$ cat src/rtl/hib_pkg.sv
package hib_pkg;
  typedef enum logic [2:0] {
    SQ_IDLE   = 3'd0,
    SQ_WSETUP = 3'd1,
    SQ_WACT   = 3'd2,
    SQ_WHOLD  = 3'd3,
    SQ_RACT   = 3'd4
  } seq_t;
endpackage

$ cat src/rtl/hib_cmd_reg.sv
module hib_cmd_reg #(
  parameter int DW   = 8,
  parameter int ID_W = 3
) (
  input  logic              clk,
  input  logic              rst_n,
  input  logic              load,
  input  logic [DW-1:0]     din,
  output logic [DW-1:0]     cmd_q,
  output logic [ID_W-1:0]   id_q,
  output logic [DW-ID_W-1:0] reg_q
);
  localparam int LO_W = DW - ID_W;

  logic [DW-1:0] cmd_d;

  always_comb begin
    cmd_d = cmd_q;
    if (load) cmd_d = din;
  end

  always_ff @(posedge clk or negedge rst_n) begin
    if (!rst_n) cmd_q <= '0;
    else if (load) cmd_q <= cmd_d;
  end

  assign id_q  = cmd_q[DW-1:LO_W];
  assign reg_q = cmd_q[LO_W-1:0];
endmodule

$ cat src/rtl/hib_slow_seq.sv
module hib_slow_seq
  import hib_pkg::*;
#(
  parameter int DW = 8
) (
  input  logic          clk,
  input  logic          rst_n,
  input  logic          clr,
  input  logic          wr_hit,
  input  logic          rd_hit,
  input  logic [DW-1:0] wdata,
  input  logic [DW-1:0] rdin,
  output seq_t          st_q,
  output logic [DW-1:0] wq_q,
  output logic [DW-1:0] rq_q,
  output logic          err_q
);
  seq_t          st_d;
  logic          err_d;
  logic          wq_en;
  logic          rq_en;

  always_comb begin
    st_d  = st_q;
    err_d = err_q;
    wq_en = 1'b0;
    rq_en = 1'b0;
    unique case (st_q)
      SQ_IDLE: begin
        if (wr_hit) begin
          st_d  = SQ_WSETUP;
          wq_en = 1'b1;
        end else if (rd_hit) begin
          st_d = SQ_RACT;
        end
      end
      SQ_WSETUP: begin
        st_d = SQ_WACT;
        if (wr_hit || rd_hit) err_d = 1'b1;
      end
      SQ_WACT: begin
        if (wr_hit) st_d = SQ_WHOLD;
        else if (rd_hit) err_d = 1'b1;
      end
      SQ_WHOLD: begin
        st_d = SQ_IDLE;
        if (wr_hit || rd_hit) err_d = 1'b1;
      end
      SQ_RACT: begin
        if (rd_hit) begin
          st_d  = SQ_IDLE;
          rq_en = 1'b1;
        end else if (wr_hit) begin
          err_d = 1'b1;
        end
      end
      default: st_d = SQ_IDLE;
    endcase
    if (clr) st_d = SQ_IDLE;
  end

  always_ff @(posedge clk or negedge rst_n) begin
    if (!rst_n) begin
      st_q  <= SQ_IDLE;
      err_q <= 1'b0;
    end else begin
      st_q  <= st_d;
      err_q <= err_d;
    end
  end

  always_ff @(posedge clk or negedge rst_n) begin
    if (!rst_n) wq_q <= '0;
    else if (wq_en) wq_q <= wdata;
  end

  always_ff @(posedge clk or negedge rst_n) begin
    if (!rst_n) rq_q <= '0;
    else if (rq_en) rq_q <= rdin;
  end
endmodule

$ cat src/rtl/hib_bridge.sv
module hib_bridge
  import hib_pkg::*;
#(
  parameter int          DW     = 8,
  parameter int          ID_W   = 3,
  parameter int          ADDR_W = 10,
  parameter logic [9:0]  BASE   = 10'h300
) (
  input  logic              clk,
  input  logic              rst_n,
  input  logic              mode_slow,
  input  logic [ID_W-1:0]   dev_id,
  input  logic              host_sel,
  input  logic              host_wr,
  input  logic              host_a1,
  input  logic [DW-1:0]     host_wdata,
  output logic [DW-1:0]     host_rdata,
  output logic [ADDR_W-1:0] isa_addr,
  output logic [DW-1:0]     isa_data_out,
  output logic              isa_data_oe,
  input  logic [DW-1:0]     isa_data_in,
  output logic              isa_ior_n,
  output logic              isa_iow_n,
  output logic              isa_reset,
  output logic              proto_err
);
  localparam int LO_W = DW - ID_W;

  logic [1:0]        rst_sync_q;
  logic              rst_int_n;
  logic [DW-1:0]     cmd_q;
  logic [ID_W-1:0]   id_q;
  logic [LO_W-1:0]   reg_q;
  logic              acc_cmd;
  logic              acc_data;
  logic              slow_wr_hit;
  logic              slow_rd_hit;
  logic              fast_ok;
  logic              fast_wr;
  logic              fast_rd;
  logic              seq_clr;
  seq_t              seq_st;
  logic [DW-1:0]     seq_wq;
  logic [DW-1:0]     seq_rq;
  logic              w_open;

  always_ff @(posedge clk or negedge rst_n) begin
    if (!rst_n) rst_sync_q <= 2'b00;
    else        rst_sync_q <= {rst_sync_q[0], 1'b1};
  end
  assign rst_int_n = rst_sync_q[1];

  assign acc_cmd  = host_sel && !host_a1;
  assign acc_data = host_sel && host_a1 && (id_q == dev_id);

  assign slow_wr_hit = acc_data && mode_slow && host_wr;
  assign slow_rd_hit = acc_data && mode_slow && !host_wr;
  assign fast_ok     = acc_data && !mode_slow && (seq_st == SQ_IDLE);
  assign fast_wr     = fast_ok && host_wr;
  assign fast_rd     = fast_ok && !host_wr;
  assign seq_clr     = acc_cmd || !mode_slow;

  hib_cmd_reg #(.DW(DW), .ID_W(ID_W)) u_cmd (
    .clk   (clk),
    .rst_n (rst_int_n),
    .load  (acc_cmd && host_wr),
    .din   (host_wdata),
    .cmd_q (cmd_q),
    .id_q  (id_q),
    .reg_q (reg_q)
  );

  hib_slow_seq #(.DW(DW)) u_seq (
    .clk    (clk),
    .rst_n  (rst_int_n),
    .clr    (seq_clr),
    .wr_hit (slow_wr_hit),
    .rd_hit (slow_rd_hit),
    .wdata  (host_wdata),
    .rdin   (isa_data_in),
    .st_q   (seq_st),
    .wq_q   (seq_wq),
    .rq_q   (seq_rq),
    .err_q  (proto_err)
  );

  generate
    if (ADDR_W > LO_W) begin : g_addr_base
      assign isa_addr = {BASE[ADDR_W-1:LO_W], reg_q};
    end else begin : g_addr_flat
      assign isa_addr = reg_q[ADDR_W-1:0];
    end
  endgenerate

  assign w_open = (seq_st == SQ_WSETUP) || (seq_st == SQ_WACT) || (seq_st == SQ_WHOLD);

  always_comb begin
    isa_iow_n    = !(fast_wr || (seq_st == SQ_WACT));
    isa_ior_n    = !(fast_rd || (seq_st == SQ_RACT));
    isa_data_oe  = fast_wr || w_open;
    isa_data_out = fast_wr ? host_wdata : seq_wq;
    if (fast_rd)                  host_rdata = isa_data_in;
    else if (acc_cmd && !host_wr) host_rdata = cmd_q;
    else                          host_rdata = seq_rq;
  end

  assign isa_reset = !rst_n;
endmodule

$ cat config.mk
export PLATFORM = sky130hd
export DESIGN_NAME = hib_bridge
export DESIGN_NICKNAME = d
export VERILOG_FILES = /design/src/rtl/hib_pkg.sv /design/src/rtl/hib_cmd_reg.sv /design/src/rtl/hib_slow_seq.sv /design/src/rtl/hib_bridge.sv
export SDC_FILE = /design/constraint.sdc
export NUM_CORES = 1
export LEC_CHECK = 0
export ABC_AREA = 1
export BUFFER_PORTS_ARGS = -buffer_cell sky130_fd_sc_hd__clkbuf_2
export CAP_MARGIN = 0
export CORE_MARGIN = 2
export CORE_UTILIZATION = 25
export DETAILED_ROUTE_END_ITERATION = 7
export PLACE_DENSITY = 0.56
export SLEW_MARGIN = 15
export SYNTH_ARGS = -nofsm -noshare
export SYNTH_HDL_FRONTEND = slang
export SYNTH_HIERARCHICAL = 1
export SYNTH_SLANG_ARGS = --single-unit
$ cat constraint.sdc
create_clock -name clk -period 1.4 [get_ports clk]
set_input_delay 0.28 -clock clk [delete_from_list [all_inputs] [get_ports clk]]
set_output_delay 0.28 -clock clk [all_outputs]
set_load 0.03 [all_outputs]
==> results.sh, run 1 <==
export IMPL_drive_above_1_share_pct=48.90
export IMPL_wl_per_cell_um=12.74
export IMPL_worstPathCellList="or2_4, nor2_8, buf_6, nand4_1, nand2_4, buf_8"
export IMPL_slew_viol_final=0
export IMPL_synth_edf_count=0
export IMPL_violations="setup timing"
export IMPL_ys_ff_latch=30
export IMPL_antennaDiodeCount=0
export IMPL_grt_total_usage_pct=13.96
export IMPL_die_area_um2=8734
export IMPL_ant_nets=0
export IMPL_setup_tns_ns=-18.97
export IMPL_nets=386
export IMPL_start_util_pct=25.89
export IMPL_hold_violations=0
export IMPL_synth_top_area_share_pct=37.52
export IMPL_power_leakage_uw=0.001628
export IMPL_gp_congestion=0.8435
export IMPL_synth_warning_count=6
export IMPL_peakVddDrop_mv=0.4201
export IMPL_synthTopCellsByCount="111 x nand2_1, 32 x inv_1, 30 x dfrtp_1, 19 x nand4_1, 16 x nand3_1"
export IMPL_setup_viol=38
export IMPL_overflow=0
export IMPL_crit_slowest_cell="dfrtp_2"
export IMPL_required_ns=1.12
export IMPL_layout_area_overhead_vs_synth_pct=57.16
export IMPL_finalCritPeriodShare_pct=145.2
export IMPL_synth_seq_area_share_pct=37.52
export IMPL_critical_path_class="register to primary output"
export IMPL_avgSynthCellArea_um2=7.223
export IMPL_die_height_um=93.46
export IMPL_yosysTopAreaCell="dfrtp_1"
export IMPL_routed_via_density=4.414
export IMPL_totalWireLength_um=5911
export IMPL_numCtsBuffers=5
export IMPL_clock_path_buffers=2
export IMPL_grt_start_max_net_pins=17
export IMPL_syn_inst=277
export IMPL_antenna_found_initial=0
export IMPL_r2r_slack_ns=-0.44
export IMPL_synthTopCellsByArea="dfrtp_1 38%, nand2_1 21%, inv_1 6.0%"
export IMPL_crit_arrival_ns=1.75
export IMPL_rows=32
export IMPL_pre_cts_ws_ns=-0.3530
export IMPL_fin_worst_skew_ns=0.007062
export IMPL_die_w_um=93.46
export IMPL_pin_count=56
export IMPL_power_density_nw_per_um2=1011
export IMPL_hp_class="register to asynchronous set/reset pin"
export IMPL_synthFlopType="dfrtp_1"
export IMPL_worstSetupEndpointType="primary output"
export IMPL_clkSinkCount=30
export IMPL_num_vias=2048
export IMPL_path_clk_slew_ns=0.07
export IMPL_first_pass_iters=4
export IMPL_grt_pass1_vias=2046
export IMPL_yosysUniqueCellTypes=26
export IMPL_async_flop_share_pct=100.0
export IMPL_cp_start_kind="register"
export IMPL_finalHoldWorstSlack_ns=0.2046
export IMPL_synth_area_um2=2001
export IMPL_cpPeakStageDelay_ns=0.40
export IMPL_clkLatencyLatePin_ns=0.28
export IMPL_port_buffers=50
export IMPL_r2r_start="u_cmd/cmd_q[7]"
export IMPL_yosys_cell_count_top_type="nand2_1"
export IMPL_dp_hpwl_um=4440
export IMPL_drtIter0Drc=93
export IMPL_cts_tree="built"
export IMPL_status="complete, but fails checks"
export IMPL_drv_cap=0
export IMPL_cts_root_buf="clkbuf_8"
export IMPL_h_tree_depth=2
export IMPL_period_needed_ns=2.033
export IMPL_drcViolationCount=0
export IMPL_core_area_um2=7727
export IMPL_reg2reg_depth=14
export IMPL_rsz0062_at_grt="true"
export IMPL_fmax_mhz=491.8
export IMPL_finalWorstSetupSlack_ns=-0.6332
export IMPL_grt_pass1_wl_um=9556
export IMPL_timing_rr_end="u_seq/st_q[0]"
export IMPL_cp_max_fo=7
[worst max-delay path: cells and delay by family, from the launching register on]
family	cells	cell delay [ns]
buf+inv	2	0.28
flops	1	0.40
simple gates	4	0.79
[registers in the layout (all words and copies together) (netlist names)]
signal / flops
u_seq/wq_q: 8
u_seq/st_q: 3
u_seq/err_q: 1
u_cmd/cmd_q: 8
rst_sync_q: 2
u_seq/rq_q: 8
[through the flow]
step	instances	power [uW]	utilization, %	instance area [um2]
2_1_floorplan	281	1642	-	2141
3_3_place_gp	447	1876	33.99	2626
3_5_place_dp	447	1884	33.99	2626
4_1_cts	461	3135	39.35	3040
5_1_grt	464	3330	40.69	3144
6_report	464	3178	40.69	3144
[worst max-delay path by stage]
stage	start	endpoint	slack, ns
final	u_seq/st_q[2]	host_rdata[2]	-0.63
after global routing	u_seq/st_q[2]	host_rdata[2]	-0.70
after CTS	u_seq/st_q[1]	host_rdata[2]	-0.63
after detailed placement	u_cmd/cmd_q[7]	u_seq/rq_q[6]	-0.35
after global placement	mode_slow	host_rdata[2]	-0.34
after floorplan	u_cmd/cmd_q[7]	u_seq/wq_q[0]	-0.21
[cell families (layout without fill, tap and decap cells)]
kind of cell           count (synthesis)  count (layout)  share of synthesized area [%]
AOI/OAI and AO/OA                     21              21                          6.817
buffers and inverters                 56             135                          14.26
DFF                                   30              30                          37.52
other                                  2               6                         0.3754
and+or+nand+nor                      168             170                          41.03
[power breakdown]
group          switching (uW)  leakage, uW  internal (uW)
clock                     336    0.0000714            759
sequential               73.6     0.000393            963
combinational             598      0.00116            449
total                    1010      0.00163           2170
[layout make-up]
class	count	area (um2)
inverter	35	131.4
fill	791	4583
clock inverter	2	60.06
timing repair buffer	92	789.5
sequential	30	754.5
tap	102	127.6
clock buffer	6	82.58
multi-input combinational	197	1199
[metal layers]
metal / vias to the layer above / global-route usage, % / part of all wire [%]
met1: 949 / 18.15 / 45
li1: 1034 / - / -
met5: - / 0 / 0
met3: 8 / 2.498 / 4.0
met2: 57 / 23.74 / 49
met4: 0 / 3.799 / 1.5
[placed cells by master, fill, tap and decap left out, drive strengths merged]
cell type / Yosys / layout
nand2: 112 / 112
buf: 21 / 58
clkbuf: 0 / 39
inv: 35 / 35
dfrtp: 30 / 30
nand4: 21 / 23
nand3: 17 / 17
o21ai: 17 / 17
nor2: 14 / 14
conb: 2 / 6
a21oi: 3 / 3
or2: 2 / 2
bufinv: 0 / 2
nor3b: 1 / 1
and2: 1 / 1
dlygate4sd3: 0 / 1
a31oi: 1 / 1
[repair_timing]
item                                   4_1_cts  5_1_grt
buffers inserted                             2        3
pin swaps                                   17       30
gates cloned                                 3        0
resized for setup                           54       32
hold buffers                                 1        0
endpoints found under the hold margin        2        0
setup endpoints to repair                   38       38
No activity file was read; power rests on OpenSTA's default activity.
==> inputs of run 2 (changes only) <==
--- a/config.mk
+++ b/config.mk
@@ -8,9 +8,9 @@
 export ABC_AREA = 1
 export BUFFER_PORTS_ARGS = -buffer_cell sky130_fd_sc_hd__clkbuf_2
 export CAP_MARGIN = 0
-export CORE_MARGIN = 2
 export CORE_UTILIZATION = 25
 export DETAILED_ROUTE_END_ITERATION = 7
+export MAX_ROUTING_LAYER = met4
 export PLACE_DENSITY = 0.56
 export SLEW_MARGIN = 15
 export SYNTH_ARGS = -nofsm -noshare
==> run 2 against run 1 <==
  * The flow still finishes with violations (setup timing)
  * Non-clock buffer count down 1
  * Cell count down 0.22%
  * Setup slack worse by 0.016 ns
  * Sequential cell count unchanged
  * Critical endpoint is now isa_ior_n
  * Total power down 8.9%
  * Highest routed layer unchanged
  * Sequential power about the same
  * Worst hold slack better by 0.036 ns
  * Die area down 4.2%
==> results.sh, run 2 (synthesis results as in run 1) <==
export IMPL_status="complete, but fails checks"
export IMPL_violations="setup timing"
export IMPL_grt_total_usage_pct=14.46
export IMPL_drtIter0Drc=107
export IMPL_gp_congestion=0.8212
export IMPL_cp_start_kind="register"
export IMPL_crit_arrival_ns=1.77
export IMPL_worstSetupEndpointType="primary output"
export IMPL_cts_tree="built"
export IMPL_drcViolationCount=0
export IMPL_grt_use_met3_pct=2.596
export IMPL_setup_tns_ns=-16.75
export IMPL_port_buffers=50
export IMPL_finalCritPeriodShare_pct=146.4
export IMPL_rsz0062_at_grt="true"
export IMPL_clkPwrFrac_pct=29.5
export IMPL_r2r_start="u_cmd/cmd_q[6]"
export IMPL_layout_area_overhead_vs_synth_pct=58.35
export IMPL_routed_via_density=4.492
export IMPL_die_w_um=91.46
export IMPL_fin_worst_skew_ns=0.004990
export IMPL_required_ns=1.12
export IMPL_layout_commonest_cell="nand2_1"
export IMPL_period_needed_ns=2.050
export IMPL_grt_start_max_net_pins=29
export IMPL_rows=32
export IMPL_slew_viol_final=0
export IMPL_hp_class="input pin to register"
export IMPL_place_area_um2=2554
export IMPL_cp_max_fo=4
export IMPL_drv_cap=0
export IMPL_nets=385
export IMPL_grt_pass1_vias=1864
export IMPL_pin_count=56
export IMPL_start_util_pct=25.89
export IMPL_wl_per_cell_um=13.24
export IMPL_power_switching_uw=1006
export IMPL_met2_usage_pct=22.06
export IMPL_pre_cts_ws_ns=-0.3406
export IMPL_grt_pass1_wl_um=9163
export IMPL_fmax_mhz=487.9
export IMPL_core_area_um2=7727
export IMPL_totalWireLength_um=6132
export IMPL_power_leakage_uw=0.001607
export IMPL_cts_root_buf="clkbuf_8"
export IMPL_die_height_um=91.46
export IMPL_die_area_um2=8364
export IMPL_num_vias=2080
export IMPL_switching_share_pct=34.76
export IMPL_layout_common_cells="64 x nand2_1, 33 x nand2_2, 33 x clkbuf_2"
export IMPL_antennaDiodeCount=0
export IMPL_overflow=0
export IMPL_p_int_uw=1888
export IMPL_first_pass_iters=4
export IMPL_grt_busiest_layer="met2"
export IMPL_ant_nets=0
export IMPL_finalWorstSetupSlack_ns=-0.6497
export IMPL_clkSinkCount=30
export IMPL_clkLatencyLatePin_ns=0.28
export IMPL_hold_violations=0
export IMPL_combPwrFrac_pct=33.9
export IMPL_h_tree_depth=2
export IMPL_clock_path_buffers=2
export IMPL_seqPwrFrac_pct=36.6
export IMPL_grt_use_met1_pct=19.08
export IMPL_peakVddDrop_mv=0.4571
export IMPL_critical_path_class="register to primary output"
export IMPL_design_area_um2=3168
export IMPL_min_from="isa_data_in[5]"
export IMPL_drive_above_1_share_pct=50.97
export IMPL_dp_hpwl_um=4236
export IMPL_crit_path_start="u_cmd/cmd_q[6]"
export IMPL_numCtsBuffers=5
export IMPL_post_route_util_pct=41.00
export IMPL_largestRegisters="u_cmd/cmd_q (8), u_seq/rq_q (8), u_seq/wq_q (8)"
export IMPL_setup_viol=38
export IMPL_power_density_nw_per_um2=913.6
export IMPL_antenna_found_initial=0
export IMPL_path_clk_slew_ns=0.07
==> run 2: changes by cell type in the layout (fill, tap and decap cells not counted), moves of 3 or more <==
cell / previous run / this run
buf_8: 14 / 0
buf_4: 32 / 26
buf_6: 9 / 19
nand2_1: 74 / 64
buf_12: 2 / 5
nand2_4: 6 / 14
==> run 2: power groups by stage <==
| stage | combinational [uW] | sequential (uW) | clock (uW) |
|---|---|---|---|
| 6_report | 981 | 1060 | 854 |
| 5_1_grt | 1060 | 1070 | 924 |
| 4_1_cts | 849 | 1030 | 884 |
| 3_5_place_dp | 813 | 1040 | 0 |
| 3_3_place_gp | 806 | 1040 | 0 |
| 2_1_floorplan | 604 | 1040 | 0 |
==> run 2: per-layer routing <==
layer | wire length (um) | share of wire (%)
met4 | 124 | 2.0
met2 | 2958 | 48
met1 | 2737 | 45
met3 | 312 | 5.1
met5 | 0 | 0
==> run 2: timing repair <==
item | 4_1_cts | 5_1_grt
hold endpoints to repair | 2 | 0
resized for setup | 18 | 83
endpoints found under the setup margin | 38 | 38
pin swaps | 3 | 41
setup buffers | 5 | 8
gates cloned | 0 | 3
hold buffers | 1 | 0
==> run 2: final timing paths <==
kind                       cells past startpoint  slack, ns             to
min                                            3       0.24  u_seq/rq_q[5]
max                                            8      -0.65      isa_ior_n
min in group asynchronous                      1       0.25  u_seq/wq_q[0]
max in group asynchronous                      1       0.86  u_seq/st_q[2]
min reg2reg                                    1       0.25  u_seq/wq_q[0]
max reg2reg                                   10      -0.30  u_seq/wq_q[5]
==> run 2: critical path, cell delays in order, from the launching register on <==
cell	delay (ns)
dfrtp_1	0.43
inv_1	0.06
nand2_1	0.09
nand2_1	0.10
nor2_4	0.17
buf_6	0.13
nand4_4	0.16
and2_4	0.19
clkbuf_8	0.15
==> run 2: final cells by class <==
class | count | area (um2)
Sequential cell | 30 | 752.0
Clock inverter | 1 | 30.03
Multi-Input combinational cell | 197 | 1285
Tap cell | 102 | 127.6
Inverter | 35 | 131.4
Fill cell | 802 | 4559
Clock buffer | 7 | 76.32
Timing Repair Buffer | 91 | 765.7
==> run 2: through the flow <==
step	total power [uW]	cells	hold WS [ns]
6_report	2894	463	0.2406
5_1_grt	3050	463	0.2395
4_1_cts	2759	453	0.2326
3_5_place_dp	1854	439	0.07443
3_3_place_gp	1846	439	0.07313
2_1_floorplan	1642	281	-0.01559
